[src/rtl/ci_rx_pkg.sv]
package ci_rx_pkg;
  localparam int unsigned CI0_W_DEF = 4;
  localparam int unsigned CI1_W_DEF = 6;
endpackage

[src/rtl/ci0_persist.sv]
module ci0_persist #(
  parameter int unsigned W = ci_rx_pkg::CI0_W_DEF
) (
  input  logic         clk,
  input  logic         rst_n,
  input  logic         frame_stb,
  input  logic [W-1:0] code_in,
  output logic         new_vld,
  output logic [W-1:0] new_code
);
  localparam logic [W-1:0] IDLE = {W{1'b1}};

  logic [W-1:0] prev_q, prev_d;
  logic [W-1:0] last_q, last_d;
  logic         hit;

  always_comb begin
    hit    = frame_stb && (code_in == prev_q) && (code_in != last_q);
    prev_d = prev_q;
    last_d = last_q;
    if (frame_stb) prev_d = code_in;
    if (hit)       last_d = code_in;
  end

  always_ff @(posedge clk or negedge rst_n) begin
    if (!rst_n) begin
      prev_q <= IDLE;
      last_q <= IDLE;
    end else begin
      prev_q <= prev_d;
      last_q <= last_d;
    end
  end

  assign new_vld  = hit;
  assign new_code = code_in;

  // validation happens only on a frame strobe
  p_vld_on_frame_r1: assert property (@(posedge clk) disable iff (!rst_n)
    new_vld |-> frame_stb);
  // a repeat of the last validated code is not reported again
  p_no_repeat_r9: assert property (@(posedge clk) disable iff (!rst_n)
    new_vld |=> !(new_vld && new_code == $past(new_code)));
endmodule

[src/rtl/ci0_holdoff.sv]
module ci0_holdoff #(
  parameter int unsigned W = ci_rx_pkg::CI0_W_DEF
) (
  input  logic         clk,
  input  logic         rst_n,
  input  logic         new_vld,
  input  logic [W-1:0] new_code,
  input  logic         rd_stb,
  output logic [W-1:0] rx_code,
  output logic         rx_chg
);
  logic [W-1:0] rx_q, rx_d, pend_q, pend_d;
  logic         pv_q, pv_d, chg_q, chg_d;

  always_comb begin
    rx_d   = rx_q;
    pend_d = pend_q;
    pv_d   = pv_q;
    chg_d  = chg_q;
    if (rd_stb) begin
      chg_d = 1'b0;
      if (pv_q) begin
        rx_d  = pend_q;
        pv_d  = 1'b0;
        chg_d = 1'b1;
      end
    end
    if (new_vld) begin
      if (!chg_d) begin
        rx_d  = new_code;
        chg_d = 1'b1;
      end else begin
        pend_d = new_code;
        pv_d   = 1'b1;
      end
    end
  end

  always_ff @(posedge clk or negedge rst_n) begin
    if (!rst_n) begin
      rx_q   <= {W{1'b1}};
      pend_q <= {W{1'b1}};
      pv_q   <= 1'b0;
      chg_q  <= 1'b0;
    end else begin
      rx_q   <= rx_d;
      pend_q <= pend_d;
      pv_q   <= pv_d;
      chg_q  <= chg_d;
    end
  end

  assign rx_code = rx_q;
  assign rx_chg  = chg_q;

  // an unread code is never overwritten
  p_hold_unread_r3: assert property (@(posedge clk) disable iff (!rst_n)
    (chg_q && !rd_stb) |=> $stable(rx_q));
  // a read with a pending code delivers it and flags it
  p_pend_move_r3: assert property (@(posedge clk) disable iff (!rst_n)
    (rd_stb && pv_q) |=> (chg_q && rx_q == $past(pend_q)));
  // a plain read clears the flag
  p_rd_clear_r4: assert property (@(posedge clk) disable iff (!rst_n)
    (rd_stb && !pv_q && !new_vld) |=> !chg_q);
  // a validated code always leaves the flag set
  p_set_on_new_r4: assert property (@(posedge clk) disable iff (!rst_n)
    new_vld |=> chg_q);
endmodule

[src/rtl/ci1_change.sv]
module ci1_change #(
  parameter int unsigned W = ci_rx_pkg::CI1_W_DEF
) (
  input  logic         clk,
  input  logic         rst_n,
  input  logic         frame_stb,
  input  logic [W-1:0] code_in,
  input  logic         rd_stb,
  output logic [W-1:0] code_out,
  output logic         chg
);
  logic [W-1:0] code_q, code_d;
  logic         chg_q, chg_d;

  always_comb begin
    code_d = code_q;
    chg_d  = chg_q;
    if (rd_stb) chg_d = 1'b0;
    if (frame_stb && (code_in != code_q)) begin
      code_d = code_in;
      chg_d  = 1'b1;
    end
  end

  always_ff @(posedge clk or negedge rst_n) begin
    if (!rst_n) begin
      code_q <= {W{1'b1}};
      chg_q  <= 1'b0;
    end else begin
      code_q <= code_d;
      chg_q  <= chg_d;
    end
  end

  assign code_out = code_q;
  assign chg      = chg_q;

  // single-frame change detection
  p_set_one_frame_r5: assert property (@(posedge clk) disable iff (!rst_n)
    (frame_stb && code_in != code_q) |=> (chg_q && code_q == $past(code_in)));
  p_rd_clear_r5: assert property (@(posedge clk) disable iff (!rst_n)
    (rd_stb && !frame_stb) |=> !chg_q);
endmodule

[src/rtl/ci_code_rx.sv]
module ci_code_rx #(
  parameter int unsigned CI0_W = ci_rx_pkg::CI0_W_DEF,
  parameter int unsigned CI1_W = ci_rx_pkg::CI1_W_DEF
) (
  input  logic             clk,
  input  logic             rst_n,
  input  logic             frame_stb,
  input  logic [CI0_W-1:0] ci0_in,
  input  logic [CI1_W-1:0] ci1_in,
  input  logic             stop_in,
  input  logic             own_in,
  input  logic             rd_stb,
  output logic [CI0_W-1:0] ci0_code,
  output logic [CI1_W-1:0] ci1_code,
  output logic             ci0_chg,
  output logic             ci1_chg,
  output logic             sg_stat,
  output logic             bas_stat
);
  logic [1:0] rst_sync_q;
  logic       rst_li;
  logic       nv;
  logic [CI0_W-1:0] nc;
  logic       sg_q, sg_d, bas_q, bas_d;

  always_ff @(posedge clk or negedge rst_n) begin
    if (!rst_n) rst_sync_q <= 2'b00;
    else        rst_sync_q <= {rst_sync_q[0], 1'b1};
  end
  assign rst_li = rst_sync_q[1];

  ci0_persist #(.W(CI0_W)) u_persist (
    .clk(clk), .rst_n(rst_li), .frame_stb(frame_stb), .code_in(ci0_in),
    .new_vld(nv), .new_code(nc));

  ci0_holdoff #(.W(CI0_W)) u_holdoff (
    .clk(clk), .rst_n(rst_li), .new_vld(nv), .new_code(nc), .rd_stb(rd_stb),
    .rx_code(ci0_code), .rx_chg(ci0_chg));

  ci1_change #(.W(CI1_W)) u_ci1 (
    .clk(clk), .rst_n(rst_li), .frame_stb(frame_stb), .code_in(ci1_in),
    .rd_stb(rd_stb), .code_out(ci1_code), .chg(ci1_chg));

  always_comb begin
    sg_d  = sg_q;
    bas_d = bas_q;
    if (frame_stb) begin
      sg_d  = stop_in;
      bas_d = own_in;
    end
  end

  always_ff @(posedge clk or negedge rst_li) begin
    if (!rst_li) begin
      sg_q  <= 1'b0;
      bas_q <= 1'b0;
    end else begin
      sg_q  <= sg_d;
      bas_q <= bas_d;
    end
  end

  assign sg_stat  = sg_q;
  assign bas_stat = bas_q;

  p_sg_capture_r6: assert property (@(posedge clk) disable iff (!rst_li)
    frame_stb |=> (sg_stat == $past(stop_in)));
  p_bas_capture_r7: assert property (@(posedge clk) disable iff (!rst_li)
    frame_stb |=> (bas_stat == $past(own_in)));
  p_status_hold_r7: assert property (@(posedge clk) disable iff (!rst_li)
    !frame_stb |=> ($stable(sg_stat) && $stable(bas_stat)));
endmodule

[config.mk]
export PLATFORM = sky130hd
export DESIGN_NAME = ci_code_rx
export DESIGN_NICKNAME = d
export VERILOG_FILES = /design/src/rtl/ci_rx_pkg.sv /design/src/rtl/ci0_persist.sv /design/src/rtl/ci0_holdoff.sv /design/src/rtl/ci1_change.sv /design/src/rtl/ci_code_rx.sv
export SDC_FILE = /design/constraint.sdc
export NUM_CORES = 1
export LEC_CHECK = 0
export BUFFER_PORTS_ARGS = -buffer_cell sky130_fd_sc_hd__buf_2
export CELL_PAD_IN_SITES_DETAIL_PLACEMENT = 0
export CELL_PAD_IN_SITES_GLOBAL_PLACEMENT = 2
export CORE_ASPECT_RATIO = 1.75
export CORE_MARGIN = 5
export CORE_UTILIZATION = 33
export DETAILED_ROUTE_END_ITERATION = 8
export PLACE_DENSITY_LB_ADDON = 0.2
export SLEW_MARGIN = 20
export SYNTH_ARGS = -nofsm -noshare
export SYNTH_HDL_FRONTEND = slang
export SYNTH_SLANG_ARGS = --single-unit
[constraint.sdc]
create_clock -name clk -period 0.9 [get_ports clk]
set_clock_uncertainty 0.05 [all_clocks]
set_input_delay 0.09 -clock clk [delete_from_list [all_inputs] [get_ports clk]]
set_output_delay 0.09 -clock clk [all_outputs]
set_load 0.01 [all_outputs]
# [After elaboration in Yosys (flattened, before gate mapping)]
# Cells that the tools add are included.
[totals] reg_bits=29 out_inout_bits=14 elab_cells=31 in_bits=16
[classes] mux=12 n_eq_ne=3 n_reduce_logical=5
[op_table] op="two-way mux 4 bit" n=4
[op_table] op="two-way mux 1 bit" n=8
[op_table] op="inequality test 6 bit" n=1
[op_table] op="equality test 4 bit" n=1
[op_table] op="inequality test 4 bit" n=1
[op_table] op="logical AND 1 bit" n=3
[op_table] op="AND reduction 2 bit" n=1
[op_table] op="nonzero test 2 bit" n=1

# [Logic depth before layout (Yosys ltp)]
[logic_depth] word_depth=4 ltp_mapped=4 depth_no_buf=4

# [Modules after synthesis]
# A second synthesis with hierarchy kept.
[hier_totals] hier_cells=96 hier_area_um2=1371.3
[modules_own_cells] mod="ci0_holdoff" seq_area_each_um2=260.2 area_each_um2=462.9 n_inst=1 cells_per_inst=29
[modules_own_cells] mod="ci0_persist" seq_area_each_um2=210.2 area_each_um2=447.9 n_inst=1 cells_per_inst=35
[modules_own_cells] mod="ci1_change" seq_area_each_um2=182.7 area_each_um2=334.1 n_inst=1 cells_per_inst=25
[modules_own_cells] mod="ci_code_rx" seq_area_each_um2=100.1 area_each_um2=126.4 n_inst=1 cells_per_inst=7

# [Worst setup path after synthesis]
# OpenSTA, ideal clock, no wires.
[synth_path] path_kind="reg-to-reg" from="reg u_persist.prev_q[1]" to="reg u_holdoff.pend_q[0]" path_slack_ns=-0.824 setup_ns=0.082 stages_incl_launch_ff=5 n_path_buf=0 arrival_time_ns=1.592 required_time_ns=0.768 period_less_slack_ns=1.724 path_cell_list="dfstp_2 > xnor2_1 > nand3_1 > nor4_4 > mux2_2"
[synth_between] elab_chain_cells=4
[synth_lines] element="start, declared" line_no="ci0_persist.sv:13" source="logic [W-1:0] prev_q, prev_d;"
[synth_lines] element="start signal, assigned" line_no="ci0_persist.sv:30" source="prev_q <= prev_d;"
[synth_lines] element="equality test 4 bit" line_no="ci0_persist.sv:18" source="hit = frame_stb && (code_in == prev_q) && (code_in != last_q);"
[synth_lines] element="logical AND 1 bit (2 in series)" line_no="ci0_persist.sv:18"
[synth_lines] element="AND reduction 2 bit (no source line)"
[synth_lines] element="end signal, assigned" line_no="ci0_holdoff.sv:42" source="pend_q <= {W{1'b1}};"
[synth_lines] element="end signal, assigned" line_no="ci0_holdoff.sv:47" source="pend_q <= pend_d;"
[synth_lines] element="end, declared" line_no="ci0_holdoff.sv:12" source="logic [W-1:0] rx_q, rx_d, pend_q, pend_d;"
# Every way passes these cells.
# A chain may end at the register's enable or synchronous reset.

# [Final worst setup path]
[layout_path] from="reg u_persist.last_q[2]" to="reg u_holdoff.rx_q[2], in the netlist u_holdoff.rx_code[2]"
[layout_between] elab_chain_cells=3
[layout_lines] element="start, declared" line_no="ci0_persist.sv:14" source="logic [W-1:0] last_q, last_d;"
[layout_lines] element="start signal, assigned" line_no="ci0_persist.sv:31" source="last_q <= last_d;"
[layout_lines] element="inequality test 4 bit" line_no="ci0_persist.sv:18"
[layout_lines] element="logical AND 1 bit" line_no="ci0_persist.sv:18"
[layout_lines] element="two-way mux 4 bit" line_no="ci0_holdoff.sv:28" source="if (new_vld) begin"
[layout_lines] element="named net u_holdoff.rx_d[2]" line_no="ci0_holdoff.sv:12"
[layout_lines] element="end signal, assigned" line_no="ci0_holdoff.sv:41" source="rx_q <= {W{1'b1}};"
[layout_lines] element="end signal, assigned" line_no="ci0_holdoff.sv:46" source="rx_q <= rx_d;"
[layout_lines] element="end, declared" line_no="ci0_holdoff.sv:12"
# The timed path passes the listed nets, and every way through them passes these cells.

==> results.cfg <==
[placed_design]
io_buffers = 29
place_inst = 187
place_congestion = 0.679
dp_hpwl_mm = 2.11
place_area_mm2 = 0.00178

[outcome]
violations = setup timing
status = finished with violations

[finish]
instances_no_fill = 201
fill_cells = 362
layout.nets = 168
antenna_cells = 0
syn_to_final_growth_pct = 59.7
layout-drive-gt1-share_pct = 83.7
design_area_mm2 = 0.00216

[synthesis]
yosys.area_share.xor_xnor_pct = 9.08
synthAdderAreaFrac_pct = 0
seq_area_frac_synth_pct = 55.8
syn_avg_cell_area_um2 = 15.2
synth_mux_area_share_pct = 23.4
yosysUniqueCellTypes = 21
ys_warn_count = 0
synth-simple-area-share_pct = 8.43
synth_cells = 89
synth_compound_area_share_pct = 2.50
netlist_area_mm2 = 0.00135
synthTopCellsByArea = dfstp_2, mux2_2, dfrtp_1, xnor2_1, xor2_1
yosysTopAreaCell = dfstp_2
synth_top_area_share_pct = 42.8
syn_nets = 105
synth_seq_cells = 29
synth_top_family_by_area = multiplexers

[sta]
clock.fmax_mhz = 558
setup_ws_ns = -0.893
setup_violations = 30
timing.final.crit_share_pct = 199
period_needed_ns = 1.79
finalHoldViolations = 0
drv_slew = 0
rsz0062_at_grt = yes

[critical_path]
max_stage_delay_ns = 0.55
cp_max_fo = 4
critPathSlowestCell = dfstp_2
rr_startpoint = u_persist.last_q[2]
r2r-end = u_holdoff.rx_code[2]
crit_arrival_ns = 1.95
cp-end-kind = flip-flop
required_ns = 1.06
path_cells = xor2_2, nor4_4, buf_6, nor4b_4, buf_4, mux2_4
crit_type = flip-flop to flip-flop
worst_setup_path_start_kind = flip-flop
r2r_slack_ns = -0.89
cp-startpoint = u_persist.last_q[2]
r2r_cells = 6
cp-endpoint = u_holdoff.rx_code[2]

[cts]
worstSkewPairLatency_ns = 0.28
h-tree-depth = 2
root_buffer = clkbuf_8
clk_pin_slew_ns = 0.07
cts_tree = built
clockBufferDepth = 2
cts_buffers = 5
cts_num_sinks = 29

[floorplan]
die_area_mm2 = 0.00552
core_area_mm2 = 0.00390
rows = 30
die_h_um = 94.6
initial_core_util_pct = 34.6
fp.dieW_um = 58.4
pin_count = 30

[route]
dr.pass1.iters = 2
final_antenna_net_count = 0
vias = 939
wirelength_mm = 2.91
drt_iter0_markers = 7
drc = 0
wl_per_cell_um = 14.5
viasPerCell = 4.67

[global_routing]
grt_pass1_vias = 1083
antenna_found_initial = 0
grt_usage_pct = 12.2
grt_first_pass_wirelength_mm = 5.03
grt_overflow = 0
grt_start_max_net_pins = 28

[hold_path]
hold_class = primary input to flip-flop
whs_path_depth = 2

[power_and_ir_drop]
leakagePower_nw = 0.941
power.density_mw_per_mm2 = 2230
peakVddDrop_v = 0.00131
power.total_mw = 4.81

[job]
max_cap_violations = 0
critical path, delay by kind of cell (launching register included):
| family | cells | cell delay (ns) |
|---|---|---|
| buf+inv | 2 | 0.33 |
| simple gates | 2 | 0.32 |
| xor+xnor | 1 | 0.18 |
| flops | 1 | 0.55 |
| mux | 1 | 0.30 |
flip-flops by register name, indices dropped and copies added (netlist names):
name,count
u_holdoff.pend_q,4
rst_sync_q,2
bas_stat,1
u_holdoff.rx_code,4
u_holdoff.pv_q,1
u_ci1.code_out,6
u_ci1.chg,1
u_persist.prev_q,4
u_persist.last_q,4
sg_stat,1
u_holdoff.rx_chg,1
layout make-up:
cell class | instances | area, um^2 | share of cell area, %
clock buffer | 6 | 82.6 | 3.83
inverter | 1 | 3.75 | 0.174
sequential | 29 | 753 | 34.9
tap | 48 | 60.1 | 2.79
timing repair buffer | 57 | 478 | 22.2
multi-input combinational | 58 | 741 | 34.4
clock inverter | 2 | 37.5 | 1.74
cell families after synthesis:
family / Yosys count
buf+inv: 2
xor+xnor: 14
other cells: 1
flops: 29
simple gates: 10
compound gates: 5
mux: 28
what timing repair did:
action	4_1_cts	5_1_grt
resized for setup	31	11
hold buffers	3	0
endpoints found under the hold margin	4	0
setup buffers	2	4
pin swaps	3	3
setup endpoints to repair	29	33
cell usage in the layout (no fill, tap or decap), types with 2 or more instances in the layout:
cell,synthesis,layout
xor2_2,0,4
xor2_1,6,2
buf_4,0,15
dfstp_2,22,22
xnor2_1,8,4
buf_2,0,18
clkbuf_8,0,6
xnor2_2,0,3
dlygate4sd3_1,0,3
dfrtp_1,7,7
nor4_4,2,2
mux2_4,0,14
mux2_2,24,14
buf_6,0,20
power breakdown:
part	leakage [nW]	internal (mW)	switching, mW	total, mW
logic	0.569	0.920	0.525	1.45
clock network	0.0574	0.899	0.515	1.41
registers	0.316	1.74	0.214	1.96
per-stage QoR:
| step | setup TNS (ns) | utilization [%] | worst slack [ns] | hold slack [ns] |
|---|---|---|---|---|
| after floorplan | -10.42 | - | -0.766 | -0.256 |
| after global routing | -16.13 | 55.2 | -0.966 | 0.00890 |
| after CTS | -14.86 | 53.8 | -0.908 | 0.00755 |
| after detailed placement | -12.73 | 45.7 | -0.954 | -0.173 |
| final | -14.44 | 55.2 | -0.893 | 0.0181 |
| after global placement | -12.24 | 45.7 | -0.938 | -0.175 |
metal layers:
metal	up-vias	wire length (um)	track usage, %
li1	433	-	-
met1	475	1040	13.1
met2	24	1690	21.1
met3	7	123	3.56
met4	0	65	6.38
met5	-	0	0
synth_stat cells:
library cell and number:
mux2_2 24, dfstp_2 22, xnor2_1 8, dfrtp_1 7, xor2_1 6, mux2_1 4, nand2_1 2, nor4_4 2
o31ai_1 2, a21oi_1 1, a22o_1 1, clkbuf_1 1, conb_1 1, inv_1 1, nand2b_1 1, nand3_1 1
nand4_1 1, nor2b_1 1, nor3_4 1, nor4b_4 1, o21ai_0 1
worst min-delay path by stage:
| stage | start | end | slack [ns] |
|---|---|---|---|
| floorplan | rst_n | rst_sync_q[0] | -0.26 |
| global placement | rst_n | rst_sync_q[0] | -0.18 |
| detailed placement | rst_n | rst_sync_q[0] | -0.17 |
| CTS | ci1_in[2] | u_ci1.code_out[2] | 0.008 |
| global route | ci1_in[0] | u_ci1.code_out[0] | 0.009 |
| finish | ci1_in[5] | u_ci1.code_out[5] | 0.02 |
Power figures use the tool's default switching activity.
